<file path="config.mk">
export PLATFORM = sky130hd
export DESIGN_NAME = rank_addr_decoder
export DESIGN_NICKNAME = d
export VERILOG_FILES = /design/src/rtl/rbd_pkg.sv /design/src/rtl/rbd_cfg_regs.sv /design/src/rtl/rbd_sym_detect.sv /design/src/rtl/rbd_range_match.sv /design/src/rtl/rank_addr_decoder.sv
export SDC_FILE = /design/constraint.sdc
export NUM_CORES = 1
export LEC_CHECK = 0
export ABC_AREA = 1
export BUFFER_PORTS_ARGS = -buffer_cell sky130_fd_sc_hd__buf_2
export CORE_MARGIN = 3
export CORE_UTILIZATION = 54
export CTS_CLUSTER_SIZE = 14
export DETAILED_ROUTE_END_ITERATION = 8
export PLACE_DENSITY = 0.72
export REMOVE_ABC_BUFFERS = 1
export SYNTH_ARGS = -nofsm -noshare
export SYNTH_HDL_FRONTEND = slang
export SYNTH_HIERARCHICAL = 1
export SYNTH_SLANG_ARGS = --single-unit
</file>
<file path="constraint.sdc">
create_clock -name clk -period 4.2 [get_ports clk]
set_clock_uncertainty 0.1 [all_clocks]
set_input_delay 0.84 -clock clk [delete_from_list [all_inputs] [get_ports clk]]
set_output_delay 0.84 -clock clk [all_outputs]
set_load 0.02 [all_outputs]
</file>
<file path="src/rtl/rbd_pkg.sv">
package rbd_pkg;
  localparam int ATTR_W  = 3;
  localparam int ODD_LSB = 4;

  typedef logic [ATTR_W-1:0] attr_t;

  // codes outside {empty, 4 KB, 8 KB, 16 KB}
  function automatic logic attr_reserved(attr_t a);
    return (a == 3'b001) || (a >= 3'b101);
  endfunction
endpackage

</file>
<file path="src/rtl/rbd_cfg_regs.sv">
module rbd_cfg_regs #(
  parameter int RANKS = 4,
  parameter int BW    = 8,
  parameter int IDX_W = 4
) (
  input  logic                                            clk,
  input  logic                                            rst_n,
  input  logic                                            we,
  input  logic [IDX_W-1:0]                                idx,
  input  logic [BW-1:0]                                   wdata,
  output logic [1:0][RANKS-1:0][BW-1:0]                   bnd_q,
  output logic [1:0][RANKS-1:0][rbd_pkg::ATTR_W-1:0]      att_q
);
  localparam int ATT_BASE = 2 * RANKS;
  localparam int PAIRS    = RANKS / 2;
  localparam int LAST_IDX = ATT_BASE + 2 * PAIRS;

  always_ff @(posedge clk or negedge rst_n) begin
    if (!rst_n) begin
      bnd_q <= '0;
      att_q <= '0;
    end else if (we) begin
      for (int ch = 0; ch < 2; ch++) begin
        for (int r = 0; r < RANKS; r++) begin
          if (int'(idx) == ch * RANKS + r)
            bnd_q[ch][r] <= wdata;
          if (int'(idx) == ATT_BASE + ch * PAIRS + r / 2)
            att_q[ch][r] <= wdata[(r % 2) * rbd_pkg::ODD_LSB +: rbd_pkg::ATTR_W];
        end
      end
    end
  end


  unmapped_write_ignored_chk: assert property (@(posedge clk) disable iff (!rst_n)
    (we && int'(idx) >= LAST_IDX) |=> ($stable(bnd_q) && $stable(att_q)));


  bound_write_lands_chk: assert property (@(posedge clk) disable iff (!rst_n)
    (we && idx == '0) |=> (bnd_q[0][0] == $past(wdata)));
endmodule

</file>
<file path="src/rtl/rbd_sym_detect.sv">
module rbd_sym_detect #(
  parameter int RANKS = 4,
  parameter int BW    = 8
) (
  input  logic [1:0][RANKS-1:0][BW-1:0]              bnd_q,
  input  logic [1:0][RANKS-1:0][rbd_pkg::ATTR_W-1:0] att_q,
  output logic                                       intlv
);
  logic [RANKS-1:0] same_bnd;
  logic [RANKS-1:0] same_att;

  for (genvar r = 0; r < RANKS; r++) begin : g_cmp
    assign same_bnd[r] = (bnd_q[0][r] == bnd_q[1][r]);
    assign same_att[r] = (att_q[0][r] == att_q[1][r]);
  end

  assign intlv = (&same_bnd) && (&same_att);
endmodule

</file>
<file path="src/rtl/rbd_range_match.sv">
module rbd_range_match #(
  parameter int RANKS = 4,
  parameter int KW    = 9,
  parameter int RW    = (RANKS > 1) ? $clog2(RANKS) : 1
) (
  input  logic [KW-1:0]            base,
  input  logic [RANKS-1:0][KW-1:0] bounds,
  input  logic [KW-1:0]            key,
  output logic                     hit,
  output logic [RW-1:0]            idx
);
  logic [RANKS-1:0] in_rng;

  for (genvar r = 0; r < RANKS; r++) begin : g_rng
    if (r == 0) begin : g_first
      assign in_rng[r] = (key >= base) && (key < bounds[r]);
    end else begin : g_rest
      assign in_rng[r] = (key >= bounds[r-1]) && (key < bounds[r]);
    end
  end

  always_comb begin
    hit = |in_rng;
    idx = '0;
    for (int r = RANKS - 1; r >= 0; r--) begin
      if (in_rng[r]) idx = RW'(r);
    end
  end
endmodule

</file>
<file path="src/rtl/rank_addr_decoder.sv">
module rank_addr_decoder #(
  parameter int ADDR_W    = 33,
  parameter int GRAIN_LSB = 25,
  parameter int BW        = 8,
  parameter int RANKS     = 4,
  parameter int CHSEL_BIT = 7,
  parameter int IDX_W     = $clog2(3 * RANKS),
  parameter int RW        = $clog2(RANKS)
) (
  input  logic                       clk,
  input  logic                       rst_n,
  input  logic                       cfg_we,
  input  logic [IDX_W-1:0]           cfg_idx,
  input  logic [BW-1:0]              cfg_wdata,
  input  logic                       in_valid,
  output logic                       in_ready,
  input  logic [ADDR_W-1:0]          in_addr,
  output logic                       out_valid,
  input  logic                       out_ready,
  output logic                       out_hit,
  output logic                       out_chan,
  output logic [RW-1:0]              out_rank,
  output logic [rbd_pkg::ATTR_W-1:0] out_page,
  output logic                       out_attr_err
);
  localparam int KW = BW + 1;

  logic [1:0][RANKS-1:0][BW-1:0]              bnd_q;
  logic [1:0][RANKS-1:0][rbd_pkg::ATTR_W-1:0] att_q;
  logic                                       intlv;

  rbd_cfg_regs #(.RANKS(RANKS), .BW(BW), .IDX_W(IDX_W)) u_cfg (
    .clk   (clk),
    .rst_n (rst_n),
    .we    (cfg_we),
    .idx   (cfg_idx),
    .wdata (cfg_wdata),
    .bnd_q (bnd_q),
    .att_q (att_q)
  );

  rbd_sym_detect #(.RANKS(RANKS), .BW(BW)) u_sym (
    .bnd_q (bnd_q),
    .att_q (att_q),
    .intlv (intlv)
  );

  logic [KW-1:0]            key;
  logic [KW-1:0]            ch0_top;
  logic [RANKS-1:0][KW-1:0] b0k;
  logic [RANKS-1:0][KW-1:0] b1k;
  logic                     unused_addr_bits;

  assign key              = {1'b0, in_addr[GRAIN_LSB +: BW]};
  assign ch0_top          = {1'b0, bnd_q[0][RANKS-1]};
  assign unused_addr_bits = ^{in_addr[GRAIN_LSB-1:CHSEL_BIT+1], in_addr[CHSEL_BIT-1:0]};

  for (genvar r = 0; r < RANKS; r++) begin : g_bounds
    // interleaved: both channels back each rank, so channel 0 spans double
    assign b0k[r] = intlv ? {bnd_q[0][r], 1'b0} : {1'b0, bnd_q[0][r]};
    // asymmetric: channel 1 stacked above channel 0's top
    assign b1k[r] = {1'b0, bnd_q[1][r]} + ch0_top;
  end

  logic          m0_hit, m1_hit;
  logic [RW-1:0] m0_idx, m1_idx;

  rbd_range_match #(.RANKS(RANKS), .KW(KW), .RW(RW)) u_match0 (
    .base   ('0),
    .bounds (b0k),
    .key    (key),
    .hit    (m0_hit),
    .idx    (m0_idx)
  );

  rbd_range_match #(.RANKS(RANKS), .KW(KW), .RW(RW)) u_match1 (
    .base   (ch0_top),
    .bounds (b1k),
    .key    (key),
    .hit    (m1_hit),
    .idx    (m1_idx)
  );

  logic                       hit_d, chan_d, err_d;
  logic [RW-1:0]              rank_d;
  logic [rbd_pkg::ATTR_W-1:0] page_d;

  always_comb begin
    hit_d  = 1'b0;
    chan_d = 1'b0;
    rank_d = '0;
    page_d = '0;
    if (m0_hit) begin
      hit_d  = 1'b1;
      rank_d = m0_idx;
      chan_d = intlv ? in_addr[CHSEL_BIT] : 1'b0;
      page_d = att_q[0][m0_idx];
    end else if (!intlv && m1_hit) begin
      hit_d  = 1'b1;
      rank_d = m1_idx;
      chan_d = 1'b1;
      page_d = att_q[1][m1_idx];
    end
    err_d = hit_d && rbd_pkg::attr_reserved(page_d);
  end

  logic in_fire;
  assign in_ready = !out_valid || out_ready;
  assign in_fire  = in_valid && in_ready;

  always_ff @(posedge clk or negedge rst_n) begin
    if (!rst_n) begin
      out_valid    <= 1'b0;
      out_hit      <= 1'b0;
      out_chan     <= 1'b0;
      out_rank     <= '0;
      out_page     <= '0;
      out_attr_err <= 1'b0;
    end else if (in_fire) begin
      out_valid    <= 1'b1;
      out_hit      <= hit_d;
      out_chan     <= chan_d;
      out_rank     <= rank_d;
      out_page     <= page_d;
      out_attr_err <= err_d;
    end else if (out_ready) begin
      out_valid    <= 1'b0;
    end
  end


  stall_hold_chk: assert property (@(posedge clk) disable iff (!rst_n)
    (out_valid && !out_ready) |=>
      (out_valid && $stable({out_hit, out_chan, out_rank, out_page, out_attr_err})));


  one_cycle_latency_chk: assert property (@(posedge clk) disable iff (!rst_n)
    in_fire |=> out_valid);


  attr_err_needs_hit_chk: assert property (@(posedge clk) disable iff (!rst_n)
    (out_valid && out_attr_err) |-> out_hit);


  above_top_miss_chk: assert property (@(posedge clk) disable iff (!rst_n)
    (in_fire && key >= (intlv ? {bnd_q[0][RANKS-1], 1'b0}
                              : ch0_top + {1'b0, bnd_q[1][RANKS-1]})) |=> !out_hit);


  intlv_chan_bit_chk: assert property (@(posedge clk) disable iff (!rst_n)
    (in_fire && intlv) |=> (!out_hit || out_chan == $past(in_addr[CHSEL_BIT])));
endmodule

</file>
# Word-level counts from Yosys, hierarchy flattened
# Index checks and enable logic that the tools add are counted.
dict set report word_totals {
  regBits 97
  in_bits 50
  out_inout_bits 10
  elab_cells 125
}
dict set report classes {
  add_sub_neg 4
  n_lt_le_gt_ge 19
  eq_ne 20
  mux 26
  reduce_logical 34
}
# op count
set op_table {}
lappend op_table {{< comparator 8 x 9 -> 1 bit} 8}
lappend op_table {{greater-or-equal comparator 8 x 9 -> 1 bit} 6}
lappend op_table {{adder 8 x 8 -> 9 bit} 4}
lappend op_table {{two-way mux 9 bit} 4}
lappend op_table {{== test 4 bit, second input constant} 8}
lappend op_table {{== test 8 bit} 4}
lappend op_table {{AND reduction 2 bit} 12}
lappend op_table {{two-way mux 2 bit} 10}
lappend op_table {{binary-select mux 3 bit (select 2 bit)} 2}
lappend op_table {{== test 3 bit} 4}
lappend op_table {{logical AND 1 bit} 12}
lappend op_table {{two-way mux 3 bit} 4}
lappend op_table {{== test 4 x 3 -> 1 bit, second input constant} 2}
lappend op_table {{greater-or-equal comparator 8 x 1 -> 1 bit, second input constant} 1}
lappend op_table {{greater-or-equal comparator 8 bit} 1}
lappend op_table {{AND reduction 4 bit} 2}
lappend op_table {{OR reduction 4 bit} 2}
lappend op_table {{< comparator 2 x 3 -> 1 bit, second input constant} 2}
lappend op_table {{two-way mux 1 bit} 6}
lappend op_table {{== test 4 x 2 -> 1 bit, second input constant} 1}
lappend op_table {{zero test 4 bit} 1}
lappend op_table {{== test 3 x 1 -> 1 bit, second input constant} 1}
lappend op_table {{greater-or-equal comparator 3 bit, second input constant} 1}
lappend op_table {{zero test 1 bit} 2}
lappend op_table {{other kinds (2)} 3}

# Depth between registers and ports, before layout
dict set report depth {
  ltp_word 16
  mapped_depth 38
  depth_no_buf 35
}

# Cells and area by module
# Netlist, hierarchy kept.
# module n_inst cells_per_inst area_each_um2 seq_area_each_um2
set by_module_without_submodules {}
lappend by_module_without_submodules {rbd_cfg_regs 1 406 3628.5 2202.1}
lappend by_module_without_submodules {rank_addr_decoder 1 375 2253.4 225.2}
lappend by_module_without_submodules {{rbd_range_match (u_match0)} 1 213 1326.3 0.0}
lappend by_module_without_submodules {{rbd_range_match (u_match1)} 1 213 1321.3 0.0}
lappend by_module_without_submodules {rbd_sym_detect 1 109 604.3 0.0}

# Worst setup path before layout
# OpenSTA, ideal clock, no wires.
dict set report synth_timing {
  kind {reg-to-reg}
  startpoint {reg, netlist name u_cfg/bnd_q[25]}
  endpoint {reg out_attr_err}
  setup_time_ps 117
  arrival_time_ps 3360
  required_time_ps 3983
  path_slack_ps 622
  stages_incl_launch_ff 30
  path_cell_list {dfrtp_1 -> nand2_1 -> nand2_1 -> nand2_1 -> nor2_1 -> nand2_1 -> nor2_1 -> nand2_1 -> nor2_2 -> buf_6 -> clkbuf_1 -> nand2_1 -> inv_1 -> inv_1 -> ha_1 -> a21o_1 -> nor2_1 -> and3_4 -> nand2_4 -> a21oi_2 -> buf_4 -> inv_2 -> nand2_1 -> nand3_1 -> nand2_1 -> nand2_1 -> nand2_1 -> nand2_1 -> nand3_1 -> nand2_1}
}
# element line
set synth_lines {}
lappend synth_lines {{end signal: assignment} rank_addr_decoder.sv:125} ;# out_attr_err <= err_d;
lappend synth_lines {{end: declaration} rank_addr_decoder.sv:24} ;# output logic out_attr_err

==> results.json <==
{
  "io_buffers": 35,
  "timing.reg2reg.setup_slack_ps": 180,
  "holdBufCountCts": 0,
  "use_met3": 0.0363,
  "avgViaCountPerCell": 5.22,
  "detail_route.first_pass.iterations": 5,
  "p_per_area_mw_per_mm2": 460,
  "fp.coreArea_mm2": 0.0162,
  "hold_depth": 2,
  "fin_nets": 1558,
  "cts-root-buf": "clkbuf_16",
  "clock.fmax_mhz": 249,
  "swShare": 0.458,
  "final.fill_count": 1479,
  "dp_slack_ps": 131,
  "clock_latency_ps": 360,
  "wl_mm": 24.8,
  "slew_headroom": 0.274,
  "drv_cap": 0,
  "drive_gt1_frac": 0.126,
  "clockPowerShare": 0.181,
  "grt_pass1_vias": 7419,
  "grt_util_met2": 0.416,
  "cts_buffer_depth": 2,
  "grt_max_degree": 86,
  "final_cell_mix": "nand2_1 (462), inv_1 (190), ha_1 (120)",
  "finalSetupViolCount": 0,
  "total_leakage_power_nw": 5.60,
  "synth_cell_type_count": 38,
  "antenna_cells": 0,
  "worst_ep_required_time_ps": 4350,
  "busiest_layer": "met2",
  "ys_seq_elements": 97,
  "cts_tree": "done",
  "fin_util": 0.628,
  "yosysWarnings": 6,
  "final_common_cell": "nand2_1",
  "htreeDepth": 3,
  "power.net_switching_w": 0.00215,
  "grt_overflow_total": 0,
  "dp.cells": 1571,
  "cpPeakStageDelay_ps": 430,
  "boundaryPins": 60,
  "hpwl_mm": 17.6,
  "min_period_over_period": 0.957,
  "syn_area_per_cell_um2": 6.94,
  "p_int_w": 0.00254,
  "grt_use_total": 0.266,
  "hold_violations": 0,
  "setup_slack_ps": 180,
  "initial_utilization": 0.563,
  "seqPwrFrac": 0.295,
  "syn_inst": 1316,
  "stdcell_count": 1605,
  "synth_area_mm2": 0.00913,
  "rows": 46,
  "cts_made_buffers": 9,
  "power_w": 0.00469,
  "status": "finished, final reports clean",
  "vdd.ir_drop.worst_mv": 0.294,
  "maxSlewViolCount": 0,
  "drc": 0,
  "fp.dieH_um": 136,
  "wl_per_cell_um": 15.5,
  "reg2reg_depth": 32,
  "num_vias": 8385,
  "drt_iter0_drc": 711,
  "worstMarginPinSlew_ps": 1090,
  "worst-endpoint-arrival_ps": 4170,
  "start_kind": "flip-flop",
  "fin_tns_setup_ps": 0,
  "area_growth_pct": 11.5,
  "clk_pin_slew_ps": 80,
  "cp-end-kind": "flip-flop",
  "cp_common_cell": "nand2_1",
  "grt_first_pass_wirelength_mm": 38.3,
  "critical_path.max_fanout": 8,
  "ant_nets": 0,
  "die_w_um": 136,
  "antenna_found_initial": 0,
  "hp-class": "reg -> reg",
  "cts.sinks": 97,
  "power_frac_comb": 0.524,
  "place_congestion": 0.900,
  "ys_seq_area_frac": 0.266,
  "critPathSlowestCell": "dfrtp_1",
  "timing.final.crit_period_ps": 4020,
  "die-area_mm2": 0.0185,
  "crit_type": "reg -> reg",
  "gr-usage-met1": 0.388
}
power by group through the flow:
stage                     sequential [W]  combinational [W]  clock, W
final                            0.00138            0.00245  0.000849
after global routing             0.00141            0.00282  0.000888
after CTS                        0.00138            0.00235  0.000854
after detailed placement         0.00140            0.00233         0
after global placement           0.00139            0.00227         0
after floorplan                  0.00138            0.00171         0
cell usage after synthesis (all sizes together):
master,number,share of area
o21bai,3,0.0025
nand2,482,0.20
inv,200,0.082
conb,1,0.00041
a21boi,3,0.0025
clkinv,3,0.0014
nor2,69,0.039
nand3b,7,0.0058
buf,18,0.015
nand4,42,0.029
clkbuf,15,0.0062
ha,120,0.16
dfrtp,97,0.27
o21ai,39,0.021
a21o,4,0.0033
and3,2,0.0025
a21oi,52,0.031
a211oi,4,0.0033
a22oi,2,0.0016
o21a,5,0.0041
xor2,19,0.018
fa,4,0.0088
nand3,85,0.050
xnor2,37,0.035
or2,3,0.0021
cell families after synthesis:
family,synth area share
compound gates,0.0692
xor+xnor,0.0537
fa+ha+maj,0.173
buf+inv,0.105
flops,0.266
other cells,0.000411
simple gates,0.333
layout make-up:
cell class / instances / area, µm² / share of cell area
Tap cell: 216 / 270 / 0.0265
Clock buffer: 9 / 225 / 0.0221
Clock inverter: 7 / 82.6 / 0.00811
Sequential cell: 97 / 2440 / 0.240
Multi-Input combinational cell: 1002 / 5910 / 0.580
Inverter: 203 / 769 / 0.0755
Timing Repair Buffer: 70 / 487 / 0.0478
Timing Repair inverter: 1 / 6.26 / 0.000614
flip-flops by register name, indices dropped and copies added (netlist names):
name / count
out_chan: 1
out_valid: 1
out_page: 3
u_cfg/att_q: 24
out_attr_err: 1
out_rank: 2
u_cfg/bnd_q: 64
out_hit: 1
path summary, 6_finish.rpt:
kind | end | start
max in group asynchronous | u_cfg/bnd_q[32]$_DFFE_PN0P_ | rst_n
worst min register to register | out_rank[1]$_DFFE_PN0P_ | out_rank[1]$_DFFE_PN0P_
worst max-delay path | out_attr_err$_DFFE_PN0P_ | u_cfg/bnd_q[63]$_DFFE_PN0P_
min in group asynchronous | out_page[2]$_DFFE_PN0P_ | rst_n
worst max register to register | out_attr_err$_DFFE_PN0P_ | u_cfg/bnd_q[63]$_DFFE_PN0P_
worst min-delay path | out_rank[1]$_DFFE_PN0P_ | out_rank[1]$_DFFE_PN0P_
worst max-delay path, delay by kind of cell, from the launching register on:
family / cells / cell delay [ps]
flip-flops: 1 / 430
AO/OA/AOI/OAI: 3 / 310
XOR/XNOR: 1 / 160
adder cells (fa/ha/maj): 1 / 280
AND/OR/NAND/NOR: 20 / 1910
buffers and inverters: 7 / 710
metal layers:
| layer | vias up | wire length (µm) |
|---|---|---|
| met3 | 37 | 1430 |
| met5 | - | 0 |
| met1 | 3833 | 11700 |
| met4 | 0 | 462 |
| li1 | 4288 | - |
| met2 | 227 | 11200 |
metrics by stage:
step                cell area, µm²  hold WS [ps]
floorplan                     9010           382
global placement              9600           360
detailed placement            9600           367
CTS                           9900           389
global route                 10200           417
finish                       10200           380
what timing repair did:
| action | CTS | global route |
|---|---|---|
| setup buffers | 0 | 16 |
| resized for setup | 0 | 53 |
| setup endpoints to repair | 0 | 8 |
| endpoints found under the hold margin | 0 | 0 |
Note: power is estimated with default switching activity, not from simulation.
